[config.mk]
export PLATFORM = sky130hd
export DESIGN_NAME = sbu_uart
export DESIGN_NICKNAME = d
export VERILOG_FILES = /design/src/rtl/sbu_pkg.sv /design/src/rtl/sbu_tx_engine.sv /design/src/rtl/sbu_rx_engine.sv /design/src/rtl/sbu_uart.sv
export SDC_FILE = /design/constraint.sdc
export NUM_CORES = 1
export LEC_CHECK = 0
export BUFFER_PORTS_ARGS = -buffer_cell sky130_fd_sc_hd__buf_2
export CORE_MARGIN = 2
export CORE_UTILIZATION = 45
export CTS_CLUSTER_DIAMETER = 40
export CTS_CLUSTER_SIZE = 28
export DETAILED_ROUTE_END_ITERATION = 6
export PLACE_DENSITY = 0.74
export SLEW_MARGIN = 25
export SYNTH_ARGS = -nofsm -noshare
export SYNTH_HDL_FRONTEND = slang
export SYNTH_SLANG_ARGS = --single-unit
[constraint.sdc]
create_clock -name clk -period 2.25 [get_ports clk]
set_input_delay 0.225 -clock clk [delete_from_list [all_inputs] [get_ports clk]]
set_output_delay 0.225 -clock clk [all_outputs]
set_load 0.02 [all_outputs]
[src/rtl/sbu_pkg.sv]
package sbu_pkg;
  localparam int unsigned CHAR_W = 8;

  localparam logic [4:0] OFS_DATA = 5'h00;
  localparam logic [4:0] OFS_STAT = 5'h04;
  localparam logic [4:0] OFS_CTRL = 5'h08;
  localparam logic [4:0] OFS_FLAG = 5'h0C;
  localparam logic [4:0] OFS_DIV  = 5'h10;

  // status bit positions
  localparam int ST_TXFULL = 0;
  localparam int ST_RXFULL = 1;
  localparam int ST_TXOVR  = 2;
  localparam int ST_RXOVR  = 3;

  // control bit positions
  localparam int CT_TXEN  = 0;
  localparam int CT_RXEN  = 1;
  localparam int CT_TXIE  = 2;
  localparam int CT_RXIE  = 3;
  localparam int CT_TXOIE = 4;
  localparam int CT_RXOIE = 5;
  localparam int CTRL_W   = 6;

  // flag bit positions
  localparam int FL_TX  = 0;
  localparam int FL_RX  = 1;
  localparam int FL_TXO = 2;
  localparam int FL_RXO = 3;
  localparam int FLAG_W = 4;

  typedef enum logic [1:0] {RX_IDLE, RX_START, RX_DATA, RX_STOP} rx_state_e;
endpackage

[src/rtl/sbu_tx_engine.sv]
module sbu_tx_engine #(
  parameter int DIV_W  = 21,
  parameter int CHAR_W = 8
) (
  input  logic              clk,
  input  logic              rst,
  input  logic              start,
  input  logic [CHAR_W-1:0] din,
  input  logic [DIV_W-1:0]  div,
  output logic              busy,
  output logic              txd
);
  localparam int LAST  = CHAR_W + 1;
  localparam int IDX_W = $clog2(CHAR_W + 2);

  logic [DIV_W-1:0]  cnt;
  logic [IDX_W-1:0]  idx;
  logic [CHAR_W-1:0] frame;

  always_ff @(posedge clk) begin
    if (rst) begin
      busy  <= 1'b0;
      txd   <= 1'b1;
      cnt   <= '0;
      idx   <= '0;
      frame <= '1;
    end else if (!busy) begin
      if (start) begin
        busy  <= 1'b1;
        txd   <= 1'b0;
        frame <= din;
        idx   <= '0;
        cnt   <= div - 1'b1;
      end
    end else if (cnt != '0) begin
      cnt <= cnt - 1'b1;
    end else if (idx == IDX_W'(LAST)) begin
      busy <= 1'b0;
    end else begin
      idx   <= idx + 1'b1;
      txd   <= frame[0];
      frame <= {1'b1, frame[CHAR_W-1:1]};
      cnt   <= div - 1'b1;
    end
  end

  AST_TX_IDLE_HIGH: assert property (@(posedge clk) disable iff (rst)
    !busy |-> txd);
  AST_TX_BIT_HOLD: assert property (@(posedge clk) disable iff (rst)
    busy && (cnt != '0) |=> $stable(txd));
endmodule

[src/rtl/sbu_rx_engine.sv]
module sbu_rx_engine
  import sbu_pkg::*;
#(
  parameter int DIV_W  = 21,
  parameter int CHAR_W = 8,
  parameter int SYNC_N = 2
) (
  input  logic              clk,
  input  logic              rst,
  input  logic              en,
  input  logic              rxd,
  input  logic [DIV_W-1:0]  div,
  output logic              done,
  output logic [CHAR_W-1:0] dout
);
  localparam int IDX_W = $clog2(CHAR_W);

  logic [SYNC_N-1:0] sync;
  logic              rxs;
  rx_state_e         state;
  logic [DIV_W-1:0]  cnt;
  logic [IDX_W-1:0]  idx;

  generate
    if (SYNC_N > 1) begin : g_multi
      always_ff @(posedge clk)
        if (rst) sync <= '1;
        else     sync <= {sync[SYNC_N-2:0], rxd};
    end else begin : g_single
      always_ff @(posedge clk)
        if (rst) sync <= '1;
        else     sync <= rxd;
    end
  endgenerate
  assign rxs = sync[SYNC_N-1];

  always_ff @(posedge clk) begin
    if (rst) begin
      state <= RX_IDLE;
      cnt   <= '0;
      idx   <= '0;
      dout  <= '0;
      done  <= 1'b0;
    end else begin
      done <= 1'b0;
      if (!en) begin
        state <= RX_IDLE;
      end else begin
        case (state)
          RX_IDLE: if (!rxs) begin
            state <= RX_START;
            cnt   <= (div >> 1) - 1'b1;
          end
          RX_START: if (cnt != '0) cnt <= cnt - 1'b1;
            else if (!rxs) begin
              state <= RX_DATA;
              idx   <= '0;
              cnt   <= div - 1'b1;
            end else state <= RX_IDLE;
          RX_DATA: if (cnt != '0) cnt <= cnt - 1'b1;
            else begin
              dout <= {rxs, dout[CHAR_W-1:1]};
              cnt  <= div - 1'b1;
              idx  <= idx + 1'b1;
              if (idx == IDX_W'(CHAR_W - 1)) state <= RX_STOP;
            end
          RX_STOP: if (cnt != '0) cnt <= cnt - 1'b1;
            else begin
              done  <= rxs;
              state <= RX_IDLE;
            end
          default: state <= RX_IDLE;
        endcase
      end
    end
  end

  AST_RX_DONE_PULSE: assert property (@(posedge clk) disable iff (rst)
    done |=> !done);
  AST_RX_OFF_QUIET: assert property (@(posedge clk) disable iff (rst)
    !en |=> !done);
endmodule

[src/rtl/sbu_uart.sv]
module sbu_uart
  import sbu_pkg::*;
#(
  parameter int ADDR_W  = 5,
  parameter int DATA_W  = 32,
  parameter int DIV_W   = 21,
  parameter int DIV_RST = 16,
  parameter int SYNC_N  = 2
) (
  input  logic              clk,
  input  logic              rst,
  input  logic              req_valid,
  output logic              req_ready,
  input  logic              req_write,
  input  logic [ADDR_W-1:0] req_addr,
  input  logic [DATA_W-1:0] req_wdata,
  output logic              rsp_valid,
  output logic [DATA_W-1:0] rsp_rdata,
  input  logic              rxd,
  output logic              txd,
  output logic              irq_tx,
  output logic              irq_rx,
  output logic              irq_ovr
);
  logic              acc, wr, rd;
  logic              wr_data, wr_stat, wr_ctrl, wr_flag, wr_div, rd_data;
  logic [CTRL_W-1:0] ctrl;
  logic [DIV_W-1:0]  div;
  logic [CHAR_W-1:0] txbuf, rxbuf, rx_byte;
  logic              txfull, rxfull, txovr, rxovr;
  logic [FLAG_W-1:0] flag, flag_set, flag_clr;
  logic              tx_busy, tx_start, rx_done, rx_accept, tx_ovr_ev, rx_ovr_ev;

  assign req_ready = 1'b1;
  assign acc = req_valid && req_ready;
  assign wr  = acc && req_write;
  assign rd  = acc && !req_write;
  assign wr_data = wr && (req_addr == ADDR_W'(OFS_DATA));
  assign wr_stat = wr && (req_addr == ADDR_W'(OFS_STAT));
  assign wr_ctrl = wr && (req_addr == ADDR_W'(OFS_CTRL));
  assign wr_flag = wr && (req_addr == ADDR_W'(OFS_FLAG));
  assign wr_div  = wr && (req_addr == ADDR_W'(OFS_DIV));
  assign rd_data = rd && (req_addr == ADDR_W'(OFS_DATA));

  assign tx_start  = txfull && ctrl[CT_TXEN] && !tx_busy;
  assign tx_ovr_ev = wr_data && txfull;
  assign rx_accept = rx_done && (!rxfull || rd_data);
  assign rx_ovr_ev = rx_done && rxfull && !rd_data;

  always_comb begin
    flag_set         = '0;
    flag_set[FL_TX]  = tx_start;
    flag_set[FL_RX]  = rx_accept;
    flag_set[FL_TXO] = tx_ovr_ev;
    flag_set[FL_RXO] = rx_ovr_ev;
    flag_clr = wr_flag ? req_wdata[FLAG_W-1:0] : '0;
  end

  sbu_tx_engine #(.DIV_W(DIV_W), .CHAR_W(CHAR_W)) u_tx (
    .clk(clk), .rst(rst), .start(tx_start), .din(txbuf), .div(div),
    .busy(tx_busy), .txd(txd));

  sbu_rx_engine #(.DIV_W(DIV_W), .CHAR_W(CHAR_W), .SYNC_N(SYNC_N)) u_rx (
    .clk(clk), .rst(rst), .en(ctrl[CT_RXEN]), .rxd(rxd), .div(div),
    .done(rx_done), .dout(rx_byte));

  always_ff @(posedge clk) begin
    if (rst) begin
      ctrl   <= '0;
      div    <= DIV_W'(DIV_RST);
      txbuf  <= '0;
      txfull <= 1'b0;
      txovr  <= 1'b0;
      rxbuf  <= '0;
      rxfull <= 1'b0;
      rxovr  <= 1'b0;
      flag   <= '0;
    end else begin
      if (wr_ctrl) ctrl <= req_wdata[CTRL_W-1:0];
      if (wr_div)  div  <= req_wdata[DIV_W-1:0];

      if (wr_data && !txfull) begin
        txbuf  <= req_wdata[CHAR_W-1:0];
        txfull <= 1'b1;
      end else if (tx_start) begin
        txfull <= 1'b0;
      end

      if (tx_ovr_ev) txovr <= 1'b1;
      else if (wr_stat && req_wdata[ST_TXOVR]) txovr <= 1'b0;

      if (rx_accept) begin
        rxbuf  <= rx_byte;
        rxfull <= 1'b1;
      end else if (rd_data) begin
        rxfull <= 1'b0;
      end

      if (rx_ovr_ev) rxovr <= 1'b1;
      else if (wr_stat && req_wdata[ST_RXOVR]) rxovr <= 1'b0;

      flag <= (flag & ~flag_clr) | flag_set;
    end
  end

  always_ff @(posedge clk) begin
    if (rst) begin
      irq_tx  <= 1'b0;
      irq_rx  <= 1'b0;
      irq_ovr <= 1'b0;
    end else begin
      irq_tx  <= flag[FL_TX] && ctrl[CT_TXIE];
      irq_rx  <= flag[FL_RX] && ctrl[CT_RXIE];
      irq_ovr <= (flag[FL_TXO] && ctrl[CT_TXOIE]) || (flag[FL_RXO] && ctrl[CT_RXOIE]);
    end
  end

  always_ff @(posedge clk) begin
    if (rst) begin
      rsp_valid <= 1'b0;
      rsp_rdata <= '0;
    end else begin
      rsp_valid <= rd;
      rsp_rdata <= '0;
      if (rd) begin
        case (req_addr)
          ADDR_W'(OFS_DATA): rsp_rdata <= DATA_W'(rxbuf);
          ADDR_W'(OFS_STAT): rsp_rdata <= DATA_W'({rxovr, txovr, rxfull, txfull});
          ADDR_W'(OFS_CTRL): rsp_rdata <= DATA_W'(ctrl);
          ADDR_W'(OFS_FLAG): rsp_rdata <= DATA_W'(flag);
          ADDR_W'(OFS_DIV):  rsp_rdata <= DATA_W'(div);
          default:           rsp_rdata <= '0;
        endcase
      end
    end
  end

  AST_RSP_AFTER_READ: assert property (@(posedge clk) disable iff (rst)
    rd |=> rsp_valid);
  AST_TXFULL_HOLD: assert property (@(posedge clk) disable iff (rst)
    txfull && !ctrl[CT_TXEN] |=> txfull);
  AST_TXOVR_STICKY: assert property (@(posedge clk) disable iff (rst)
    txovr && !(wr_stat && req_wdata[ST_TXOVR]) |=> txovr);
  AST_RXBUF_KEPT: assert property (@(posedge clk) disable iff (rst)
    rxfull && !rd_data |=> $stable(rxbuf));
  AST_IRQ_TX_GATED: assert property (@(posedge clk) disable iff (rst)
    irq_tx |-> $past(ctrl[CT_TXIE]));
endmodule

**Word level (Yosys, flattened, before mapping)**

Cells that the tools add are included.

- Add/subtract/negate cells: 6
- Equality and inequality tests: 20
- Muxes and demuxes: 46
- Bitwise operators: 7
- Reduce and logical (&&, ||, !) cells: 47

Operators with widths:

| cell | number |
|---|---|
| $mux W21 | 9 |
| $pmux W21 S5 | 1 |
| $pmux W21 S4 | 1 |
| $sub A21 B1 Y21 const B | 3 |
| $reduce_bool A21 Y1 | 2 |
| $mux W8 | 4 |
| $logic_and A1 B1 Y1 | 21 |
| $sub A20 B1 Y21 const B | 1 |
| $mux W4 | 5 |
| $mux W1 | 15 |
| $ne A2 B2 Y1 const B | 7 |
| $mux W2 | 6 |
| $reduce_bool A2 Y1 | 6 |
| $eq A5 B4 Y1 const B | 2 |
| $reduce_and A5 Y1 | 2 |
| $mux W3 | 3 |
| $pmux W2 S4 | 1 |
| $ne A3 B3 Y1 const B | 2 |
| $pmux W3 S2 | 1 |
| $reduce_and A3 Y1 | 2 |
| $eq A5 B3 Y1 const B | 1 |
| $eq A5 B5 Y1 const B | 1 |
| $logic_not A1 Y1 | 5 |
| $logic_not A5 Y1 | 1 |
| 17 further kinds | 24 |

- Flip-flop bits (word level): 159
- Bits of input ports: 42
- Output and inout bits: 38

**Logic depth before layout (Yosys ltp)**

Gate-level depths: netlist of the first run.

- Depth after elaboration: 6
- Mapped depth: 10

**Cells and area by module**

A second synthesis of the first run with hierarchy kept.

- Cell total of the unflattened synthesis: 1097
- Area total of the unflattened synthesis: 8927.3 um^2

Modules (own cells, without submodules):

| module | instances | cells an instance | area an instance (um^2) | sequential area each (um^2) |
|---|---|---|---|---|
| sbu_rx_engine | 1 | 447 | 3308.2 | 740.7 |
| sbu_uart | 1 | 352 | 3283.1 | 1521.5 |
| sbu_tx_engine | 1 | 298 | 2336.0 | 700.7 |

**Worst setup path before layout of the first run**

No wires, ideal clock.

- Kind: reg-to-reg
- Start point: register u_rx.cnt[0]
- End point: register u_rx.cnt[20]
- Arrival time: 2200 ps
- Data required time: 2130 ps
- Setup slack: -69 ps
- Stages on the path, launching flop included: 9
- Buffers on the path: 0
- Clock period less this slack: 2319 ps
- Cell sequence: dfxtp_1 inv_1 ha_1 or4b_2 or2_2 nor3_1 xnor2_1 nor3_1 o31a_1

- Cells in the longest elaborated chain, start to end: 3
- Elaborated cells on any way between the ends: 9
- Classes of those cells: add/sub (1); eq/ne (2); mux (4); reduce/logical (2)

RTL lines:

| element | RTL line | text |
|---|---|---|
| from (decl) | sbu_rx_engine.sv:21 | `logic [DIV_W-1:0] cnt;` |
| from (signal assigned) | sbu_rx_engine.sv:52 | `cnt <= (div >> 1) - 1'b1;` |
| from (signal assigned) | sbu_rx_engine.sv:54 | `RX_START: if (cnt != '0) cnt <= cnt - 1'b1;` |
| from (signal assigned) | sbu_rx_engine.sv:58 | `cnt <= div - 1'b1;` |
| $sub A21 B1 Y21 / $reduce_bool A21 Y1 (equally long branches) | sbu_rx_engine.sv:54, sbu_rx_engine.sv:60, sbu_rx_engine.sv:67 |  |
| $mux W21, or another cell as far along | sbu_rx_engine.sv:67 | `RX_STOP: if (cnt != '0) cnt <= cnt - 1'b1;` |
| $pmux W21 S4 / $reduce_and A4 Y1 (equally long branches) | - |  |

Several ways; a longest one is shown, not always the timed one. The select of a mux whose other input is x is not followed.
A chain may end at the register's enable or synchronous reset.

**Final worst setup path of the first run**

- Start point: register u_rx.cnt[2]
- End point: register u_rx.cnt[15]

The elaborated chain is that of the path after synthesis.

==> metrics.md, run 1 <==
| Metric | Value |
|---|---|
| Adder-Cell Fraction of Synth Area | 2.398% |
| Number of distinct library cells after synthesis | 77 |
| Non-filler cells, final | 1,305 |
| Most used routing layer | met2 |
| M1 GR Usage | 31.89% |
| Vias/cell | 5.892 |
| Syn_area_per_cell | 8.053 um^2 |
| Final #Nets | 1,124 |
| DIE AREA | 0.01847 mm^2 |
| RR Endpoint | u_rx.cnt[15] |
| Predominant post-synthesis flop cell | dfxtp_1 |
| Die Y | 135.9 um |
| CTS Sinks | 148 |
| Async SR Flop Fraction | 0% |
| Dpl cell area | 0.008755 mm^2 |
| Crit path required time | 2570 ps |
| Final Critical Period | 2201 ps |
| Sequential fraction of the synthesis area | 37.85% |
| VDD IR max | 0.5235 mV |
| Critical Path, Cell by Cell | or4_4, or3_4, or4_4, xnor2_2, a2bb2oi_1, a21oi_1 |
| Maxcap violations | 0 |
| Met3 Use GR | 6.562% |
| Worst Reg2Reg Path Length in Cells | 6 |
| Inst Count DP | 1,270 |
| GR Util met2 | 37.12% |
| Post-route design area | 0.009570 mm^2 |
| Gpl congestion | 0.9393 |
| Skew-Pair Late Insertion Delay | 430 ps |
| Yosys warns | 0 |
| Overall power | 5565 uW |
| Area grow syn2layout | 22.27% |
| Status | completed |
| Clock skew | 8.642 ps |
| FF-to-FF Start | u_rx.cnt[2] |
| Critical Path Start Type | register |
| CTS tree | built |
| Fillers | 1,530 |
| Vias | 7,689 |
| Num rows | 48 |
| #FFs+latches synth | 148 |
| Final Hold Viols | 0 |
| Tot GR Track Use | 24.06% |
| Mux cell area share after synthesis | 4.987% |
| Hold wc startpoint | req_wdata[10] |
| Xor/xnor cell area share of the yosys netlist | 5.579% |
| Leak | 0.003919 uW |
| DRC viols | 0 |
| Hold Path End | div[10] |
| Synth Area in Compound Gates | 17.74% |
| Cells after Synth | 972 |
| R2R Setup Slk | 50 ps |
| Worst Hold Depth | 3 |
| WHS | 25.70 ps |
| Global-route wire length before repair | 35.03 mm |
| ANT nets after route | 0 |
| # IOs | 80 |
| WL per Instance | 17.75 um |
| IO buf count | 56 |
| Inserted Clock Buffers | 17 |
| Die Span X | 135.9 um |
| Initial DRC count | 916 |
| Final Cycle Share | 97.81% |
| CTS root buf | clkbuf_16 |
| Fmax | 454.4 MHz |
| Initial antenna violation count | 1 |
| Crit path kind | register to register |
| CP most frequent cell | or4_4 |
| Critical-path top delay cell | or4_4 |
| Setup violators final | 0 |
| Router iterations before antenna repair | 6 |
| Pwr dens | 581.4 mW/mm^2 |
| Clock transition at path regs | 70 ps |
| Commonest non-fill, non-tap cells in the layout | dfxtp_1 (146), nand2_1 (109), nor2_1 (94) |
| GRT Residual Overflow | 0 |
| Layout cells sized above 1 | 21.85% |
| Most common cell after layout, fill and taps aside | dfxtp_1 |
| H-tree level count | 4 |
| Vias in the first global route | 6,922 |
| Max Root-Sink Buffers | 2 |
| Main combinational cell family by area after synthesis | simple AND/OR/NAND/NOR gates |
| Max_slew headroom | 54.32% |
| Dpl hpwl | 16.31 mm |
| Crit-path max cell delay | 510 ps |
| Worst-margin pin slew | 685.2 ps |
| CP arrival | 2520 ps |
| Crit path capture type | register |
| Worst hold path class | input pin to register |
| Simple-gate share of the synthesized area | 25.62% |
| Core area | 0.01718 mm^2 |
| Fin. max-slew vios | 0 |
| Synthesized area | 0.007828 mm^2 |
| Initial Util | 45.57% |
| Drt total wl | 23.16 mm |
| ANT cells | 0 |
| RSZ-0062 raised after global routing | yes |
| Largest net degree at the start of global routing | 39 |
| EDFF count, synth | 0 |
| Crit-path max FO | 5 |
[synth_stat cells (3+ instances only)]
library cell	n	area, um^2
dfxtp_1	148	2963
nand2_1	110	412.9
nor2_1	98	367.9
a21oi_1	88	440.4
clkbuf_1	53	198.9
mux2i_1	39	390.4
nand3_1	37	185.2
nor3_1	29	145.1
xor2_1	25	219.0
and3_1	24	150.1
xnor2_1	23	201.4
o21ai_0	22	110.1
a22oi_1	19	142.6
inv_1	18	67.56
nor4_1	18	112.6
nand4_1	17	106.4
ha_1	15	187.7
buf_4	13	97.59
buf_2	11	55.05
or4_1	11	82.58
and2_1	9	56.30
o211ai_1	9	67.56
o31ai_1	8	60.06
or3_1	8	50.05
a211oi_1	7	52.55
nand3b_1	7	52.55
or2_2	7	43.79
a31oi_1	6	37.54
a21o_1	5	37.54
o22ai_1	5	31.28
a21boi_0	4	30.03
a222oi_1	4	40.04
a2bb2oi_1	4	35.03
buf_1	4	15.01
nand2b_1	4	25.02
nor3b_1	4	30.03
o21a_1	4	30.03
a221oi_1	3	26.28
o41ai_1	3	26.28
[stage by stage]
step	setup WS, ps	TNS (ps)	util, %
2_1_floorplan	-34.59	-34.59	-
3_3_place_gp	49.60	0	50.97
3_5_place_dp	16.04	0	50.97
4_1_cts	0.2061	0	54.36
5_1_grt	-34.19	-82.12	55.72
6_report	49.28	0	55.72
[worst max-delay path, delay by kind of cell, from the launching register on]
| kind | cells | cell delay (ps) |
|---|---|---|
| compound gates | 2 | 240 |
| xor+xnor | 1 | 150 |
| flops | 1 | 370 |
| simple gates | 3 | 1330 |
[registers in the layout, indices dropped and copies added (netlist names), 2 cells and up, named ones only]
name	flops
div	21
rsp_rdata	21
u_rx.cnt	21
u_tx.cnt	21
rxbuf	8
txbuf	8
u_rx.dout	8
u_tx.frame	8
ctrl	6
flag	4
u_tx.idx	4
u_rx.idx	3
u_rx.sync	2
[routing by layer]
| metal | up-vias | part of all wire, % |
|---|---|---|
| met1 | 3609 | 43 |
| met3 | 66 | 8.4 |
| li1 | 3652 | - |
| met2 | 360 | 46 |
| met4 | 2 | 2.9 |
| met5 | - | 0.069 |
[report_power, final]
group | switching (uW) | total [uW] | internal (uW)
clock network | 1290 | 2750 | 1460
logic | 131 | 187 | 55.9
registers | 5.38 | 2630 | 2620
[layout make-up]
type	instances	area, um^2	area share [%]
flip-flops and latches	148	2965	30.98
multi-input cells	732	4691	49.01
inverters	19	71.32	0.7452
repair buffers	149	996.0	10.41
clock buffers	17	425.4	4.445
well taps	225	281.5	2.942
clock inverters	15	140.1	1.464
[cells by family (layout without fill, tap and decap cells)]
family	Yosys count	count (layout)
compound gates	216	216
xor+xnor	49	49
fa+ha+maj	15	15
buf+inv	102	200
flops	148	148
mux	39	39
other cells	2	12
simple gates	401	401
[worst max-delay path by stage]
stage                   end  slack, ps        start  cells after the start
4_1_cts        u_tx.cnt[20]        0.2       div[1]                      8
2_1_floorplan  u_rx.cnt[15]        -30  u_rx.cnt[0]                      8
6_report       u_rx.cnt[15]         50  u_rx.cnt[2]                      6
3_3_place_gp   u_rx.cnt[15]         50  u_rx.cnt[0]                      6
5_1_grt        u_rx.cnt[10]        -30  u_rx.cnt[0]                      8
3_5_place_dp   u_rx.cnt[15]         20  u_rx.cnt[0]                      6
[repair_timing]
| item | 4_1_cts | 5_1_grt |
|---|---|---|
| pin swaps | 0 | 6 |
| setup endpoints to repair | 1 | 49 |
| endpoints found under the hold margin | 1 | 0 |
| setup buffers | 0 | 2 |
| resized for setup | 1 | 43 |
| hold buffers | 1 | 0 |
Note: power is estimated with default switching activity, not from simulation.
==> run 2, diff against run 1 <==
==> constraint.sdc (replaced) <==
create_clock -name clk -period 2 [get_ports clk]
set_input_delay 0.2 -clock clk [delete_from_list [all_inputs] [get_ports clk]]
set_output_delay 0.2 -clock clk [all_outputs]
set_load 0.1 [all_outputs]
==> metrics.md, run 2 (synthesis results as in run 1) <==
| Metric | Value |
|---|---|
| Status | finished with violations |
| Failing checks | setup timing |
| Vias | 8,294 (+7.9%) |
| Core area | 0.01718 mm^2 (unchanged) |
| CTS Sinks | 148 (unchanged) |
| Fin worst setup slack | -230.5 ps (-279.8 ps) |
| Layout cells sized above 1 | 36.57% (+15 points) |
| Tot GR Track Use | 26.19% (+2.1 points) |
| Initial antenna violation count | 0 (-1) |
| Inserted Clock Buffers | 17 (unchanged) |
| Vias/cell | 5.933 (+0.69%) |
| Fin. max-slew vios | 0 (unchanged) |
| Crit path capture type | register |
| Vias in the first global route | 7,529 (+8.8%) |
| Global-route wire length before repair | 38.14 mm (+8.9%) |
| DRC viols | 0 (unchanged) |
| Crit path kind | register to register |
| Dpl hpwl | 16.99 mm (+4.2%) |
| Maxcap violations | 0 (unchanged) |
| Router iterations before antenna repair | 7 (+1) |
| H-tree level count | 4 (unchanged) |
| Final #Nets | 1,217 (+8.3%) |
| Drt total wl | 25.89 mm (+12%) |
| Clock transition at path regs | 60 ps (about the same) |
| Pwr dens | 584.7 mW/mm^2 (+0.56%) |
| WHS | 13.73 ps (-11.98 ps) |
| Setup violators final | 26 (+26) |
| CP arrival | 2570 ps (+50 ps) |
| Area grow syn2layout | 41.32% |
| CTS root buf | clkbuf_16 |
| Critical Path Start Type | register |
| Initial DRC count | 775 (-15%) |
| Worst-margin pin slew | 709.1 ps (+23.91 ps) |
| DIE AREA | 0.01847 mm^2 (unchanged) |
| Num rows | 48 (unchanged) |
| Crit-path max FO | 4 (-1) |
| Most common cell after layout, fill and taps aside | buf_4 |
| Skew-Pair Late Insertion Delay | 430 ps (about the same) |
| GRT Residual Overflow | 0 (unchanged) |
| Final Cycle Share | 111.5% (+14 points) |
| # IOs | 80 (unchanged) |
| RSZ-0062 raised after global routing | yes |
| Non-filler cells, final | 1,398 (+7.1%) |
| Overall power | 6468 uW (+16%) |
| Initial Util | 45.57% (unchanged) |
| Fmax | 448.3 MHz (-1.3%) |
| Inst Count DP | 1,319 (+3.9%) |
| Gpl congestion | 0.9424 (+0.33%) |
| Die Span X | 135.9 um (unchanged) |
| ANT nets after route | 0 (unchanged) |
| ANT cells | 0 (unchanged) |
| Die Y | 135.9 um (unchanged) |
| Largest net degree at the start of global routing | 73 (+87%) |
| Final Critical Period | 2230 ps (+29.77 ps) |
| Commonest non-fill, non-tap cells in the layout | buf_4 (155), dfxtp_1 (133), nand2_1 (103) |
| CTS tree | built |
| Leak | 0.004551 uW (+16%) |
| Worst hold path class | input pin to register |
| Crit path required time | 2340 ps (-230 ps) |
| Max Root-Sink Buffers | 2 (unchanged) |
| WL per Instance | 18.52 um (+4.3%) |
| Clock skew | 11.10 ps (+2.457 ps) |
| IO buf count | 56 (unchanged) |
| Max_slew headroom | 52.73% (-1.6 points) |
| VDD IR max | 0.7475 mV (+43%) |
| Dpl cell area | 0.009243 mm^2 (+5.6%) |
| Final Hold Viols | 0 (unchanged) |
| Post-route design area | 0.01106 mm^2 (+16%) |
## run 2: path summary, 6_finish.rpt
check	cells past startpoint	slack, ps	start	end
max	7	-230	u_rx.cnt[0]	u_rx.cnt[17]
max reg2reg	7	-230	u_rx.cnt[0]	u_rx.cnt[17]
min	3	10	req_wdata[15]	div[15]
min reg2reg	1	410	u_rx.sync[0]	u_rx.sync[1]
## run 2: repair_timing
item / CTS / global route
cloned: 0 / 2
pin swaps: 23 / 85
hold buffers: 2 / 0
endpoints found under the hold margin: 2 / 0
setup endpoints to repair: 42 / 53
buffers inserted: 14 / 30
resized for setup: 43 / 155
## run 2: area by class of cell
type | count | area (um^2)
Fill cell | 1397 | 6115
Multi-Input combinational cell | 732 | 5288
Sequential cell | 148 | 2992
Timing Repair Buffer | 242 | 1846
Clock buffer | 19 | 442.9
Tap cell | 225 | 281.5
Clock inverter | 13 | 136.4
Inverter | 19 | 76.32
## run 2: power breakdown
part	leakage, uW	internal, uW	switching, uW
clock network	0.000276	1790	1410
registers	0.00120	2950	6.15
logic	0.00307	76.6	235
total	0.00455	4810	1650
## run 2: layer usage
metal  global-route usage (%)  wire, um  vias to the layer above
li1                         -         -                     3843
met1                    33.34     10440                     3965
met2                    43.86     12500                      396
met3                    4.847      1847                       90
met4                    10.47      1100                        0
met5                        0         0                        -
## run 2: worst max-delay path, cell delays in order (launching register included)
cell and delay, ps:
dfxtp_4 360, or4_4 540, or3_4 360, buf_6 140, nor3_4 190, xor2_1 240
a21boi_2 90, a211oi_2 230
## run 2: through the flow
step                setup slack [ps]  utilization (%)  setup TNS [ps]
global route                  -268.5            64.40           -5239
global placement              -151.8            53.81           -1272
detailed placement            -165.8            53.81           -2872
floorplan                     -284.2                -          -508.1
CTS                           -161.3            59.05          -868.6
finish                        -230.5            64.40           -1479
==> run 3, diff against run 2 <==
SYNTH_HIERARCHICAL = 1   (was default)
==> metrics.md, run 3 <==
| Metric | Value |
|---|---|
| Dpl hpwl | 20.63 mm (+21%) |
| Die Y | 144.9 um (+6.6%) |
| H-tree level count | 4 (unchanged) |
| WL per Instance | 19.30 um (+4.2%) |
| Predominant post-synthesis flop cell | dfxtp_1 |
| Tot GR Track Use | 28.77% (+2.6 points) |
| Vias | 9,926 (+20%) |
| Max Root-Sink Buffers | 2 (unchanged) |
| # IOs | 80 (unchanged) |
| Leading area contributor after synthesis | dfxtp_1 |
| R2R Setup Slk | -210 ps (+20 ps) |
| Layout cells sized above 1 | 42.18% (+5.6 points) |
| CP most frequent cell | or4_4 |
| Clock skew | 8.733 ps (-2.367 ps) |
| ANT nets after route | 0 (unchanged) |
| Most common cell after layout, fill and taps aside | buf_4 |
| Max_slew headroom | 56.99% (+4.3 points) |
| Num rows | 51 (+6.3%) |
| Fmax | 451.8 MHz (+0.77%) |
| FF-to-FF Start | div[14] |
| Cells after Synth | 1,097 (+13%) |
| Leak | 0.005220 uW (+15%) |
| Final #Nets | 1,414 (+16%) |
| Maxcap violations | 0 (unchanged) |
| Final Critical Period | 2213 ps (-17.03 ps) |
| Status | finished with violations |
| DIE AREA | 0.02098 mm^2 (+14%) |
| Fin. max-slew vios | 0 (unchanged) |
| Worst hold path class | input pin to register |
| Gpl congestion | 0.9537 (+1.2%) |
| Worst-margin pin slew | 639.3 ps (-69.79 ps) |
| ANT cells | 0 (unchanged) |
| Largest net degree at the start of global routing | 35 (-52%) |
| Crit path required time | 2370 ps (+30 ps) |
| Synth area leaders | dfxtp_1 (33%), a21oi_1 (4.5%), nand2_1 (4.2%), xnor2_1 (3.1%), nand3_1 (2.8%) |
| Post-place setup slack | -240.9 ps (-75.14 ps) |
| IO buf count | 56 (unchanged) |
| Skew-Pair Late Insertion Delay | 440 ps (about the same) |
| WHS | 15.42 ps (+1.691 ps) |
| CTS Sinks | 148 (unchanged) |
| Pwr dens | 514.6 mW/mm^2 (-12%) |
| Vias in the first global route | 9,258 (+23%) |
| Initial DRC count | 1,014 (+31%) |
| Global-route wire length before repair | 47.42 mm (+24%) |
| Inserted Clock Buffers | 17 (unchanged) |
| Util after Layout | 66.99% (+2.6 points) |
| Fin worst setup slack | -213.5 ps (+17.03 ps) |
| Most frequent cell after synthesis | dfxtp_1 |
| Final Cycle Share | 110.7% (-0.85 points) |
| Core area | 0.01946 mm^2 (+13%) |
| Sequential fraction of the synthesis area | 33.19% (-4.7 points) |
| Worst Hold Depth | 3 (unchanged) |
| Area grow syn2layout | 46.04% |
| Synth top area share | 33.19% (-4.7 points) |
| GRT Residual Overflow | 0 (unchanged) |
| Crit path capture type | register |
| CP arrival | 2580 ps (about the same) |
| CTS root buf | clkbuf_16 |
| Worst Reg2Reg Path Length in Cells | 6 (-1) |
| Initial Util | 45.87% (+0.30 points) |
| EDFF count, synth | 0 (unchanged) |
| Overall power | 6709 uW (+3.7%) |
| Router iterations before antenna repair | 5 (-2) |
| Critical Path Start Type | register |
| CTS tree | built |
| Number of distinct library cells after synthesis | 89 (+16%) |
| Vias/cell | 6.078 (+2.5%) |
| Initial antenna violation count | 0 (unchanged) |
| Critical Path, Cell by Cell | or4_4, or4b_4, or4_4, nand3_2, a21oi_2, a21oi_1 |
| Non-filler cells, final | 1,633 (+17%) |
| Hold wc startpoint | req_wdata[17] |
| Crit-path max cell delay | 530 ps (about the same) |
| Critical-path top delay cell | or4_4 |
| Yosys warns | 6 (+6) |
| Failing checks | setup timing |
| Commonest non-fill, non-tap cells in the layout | buf_4 (220), dfxtp_1 (130), nand2_1 (86) |
| Crit path kind | register to register |
| Setup violators final | 64 (+150%) |
| Crit-path max FO | 3 (-1) |
| Synth top cells by count | dfxtp_1 (148), nand2_1 (100), a21oi_1 (81) |
| Syn_area_per_cell | 8.138 um^2 (+1.1%) |
| CP startpoint | div[14] |
| VDD IR max | 0.6175 mV (-17%) |
| #FFs+latches synth | 148 (unchanged) |
| Drt total wl | 31.52 mm (+22%) |
| Clock transition at path regs | 70 ps (about the same) |
| Final Hold Viols | 0 (unchanged) |
| Inst Count DP | 1,562 (+18%) |
| Async SR Flop Fraction | 0% (unchanged) |
| DRC viols | 0 (unchanged) |
| RSZ-0062 raised after global routing | yes |
| Die Span X | 144.9 um (+6.6%) |
| Synthesized area | 0.008927 mm^2 (+14%) |
## run 3: cells by family after synthesis
family	count (synthesis)	share of synthesized area [%]
compound gates	284	21.26
xor+xnor	58	5.690
fa+ha+maj	17	2.383
buf+inv	121	6.307
flops	148	33.19
mux	25	2.873
other cells	2	0.08412
simple gates	442	28.21
## run 3: report_power, final
part | internal [uW] | switching [uW]
Clock | 1870 | 1450
Sequential | 2950 | 5.44
Combinational | 109 | 328
Total | 4920 | 1790
## run 3: worst paths after layout
kind             endpoint
min               div[17]
min reg2reg  u_rx/sync[1]
max reg2reg  u_rx/cnt[20]
max          u_rx/cnt[20]
## run 3: area by class of cell
class                      count  area, um^2
clock inverter                13       135.1
fill                        1427        6425
timing repair buffer         316        2481
inverter                      34       130.1
clock buffer                  19       464.2
sequential                   148        2995
tap                          265       331.6
multi-input combinational    838        6500
## run 3: critical path: cells and delay by family (launching register included)
family | cells | cell delay, ps
simple gates | 4 | 1640
flops | 1 | 320
compound gates | 2 | 190
## run 3: repair_timing
| action | in CTS | in global routing |
|---|---|---|
| pin swaps | 60 | 49 |
| cloned | 2 | 2 |
| endpoints found under the hold margin | 1 | 0 |
| gates resized for setup | 122 | 124 |
| setup buffers | 19 | 17 |
| hold buffers | 1 | 0 |
| endpoints found under the setup margin | 60 | 69 |
## run 3: per-layer routing
metal | up-vias | wire length, um | track usage, %
li1 | 4584 | - | -
met1 | 4747 | 13300 | 38.56
met2 | 492 | 14600 | 45.53
met3 | 103 | 2274 | 4.113
met4 | 0 | 1344 | 13.90
met5 | - | 0 | 0
## run 3: metrics by stage
stage               instance area [um^2]  TNS [ps]
finish                             13040     -6682
global route                       13040    -10650
CTS                                12350     -3676
detailed placement                 11010     -5089
global placement                   11010     -3650
floorplan                           9181     -1568
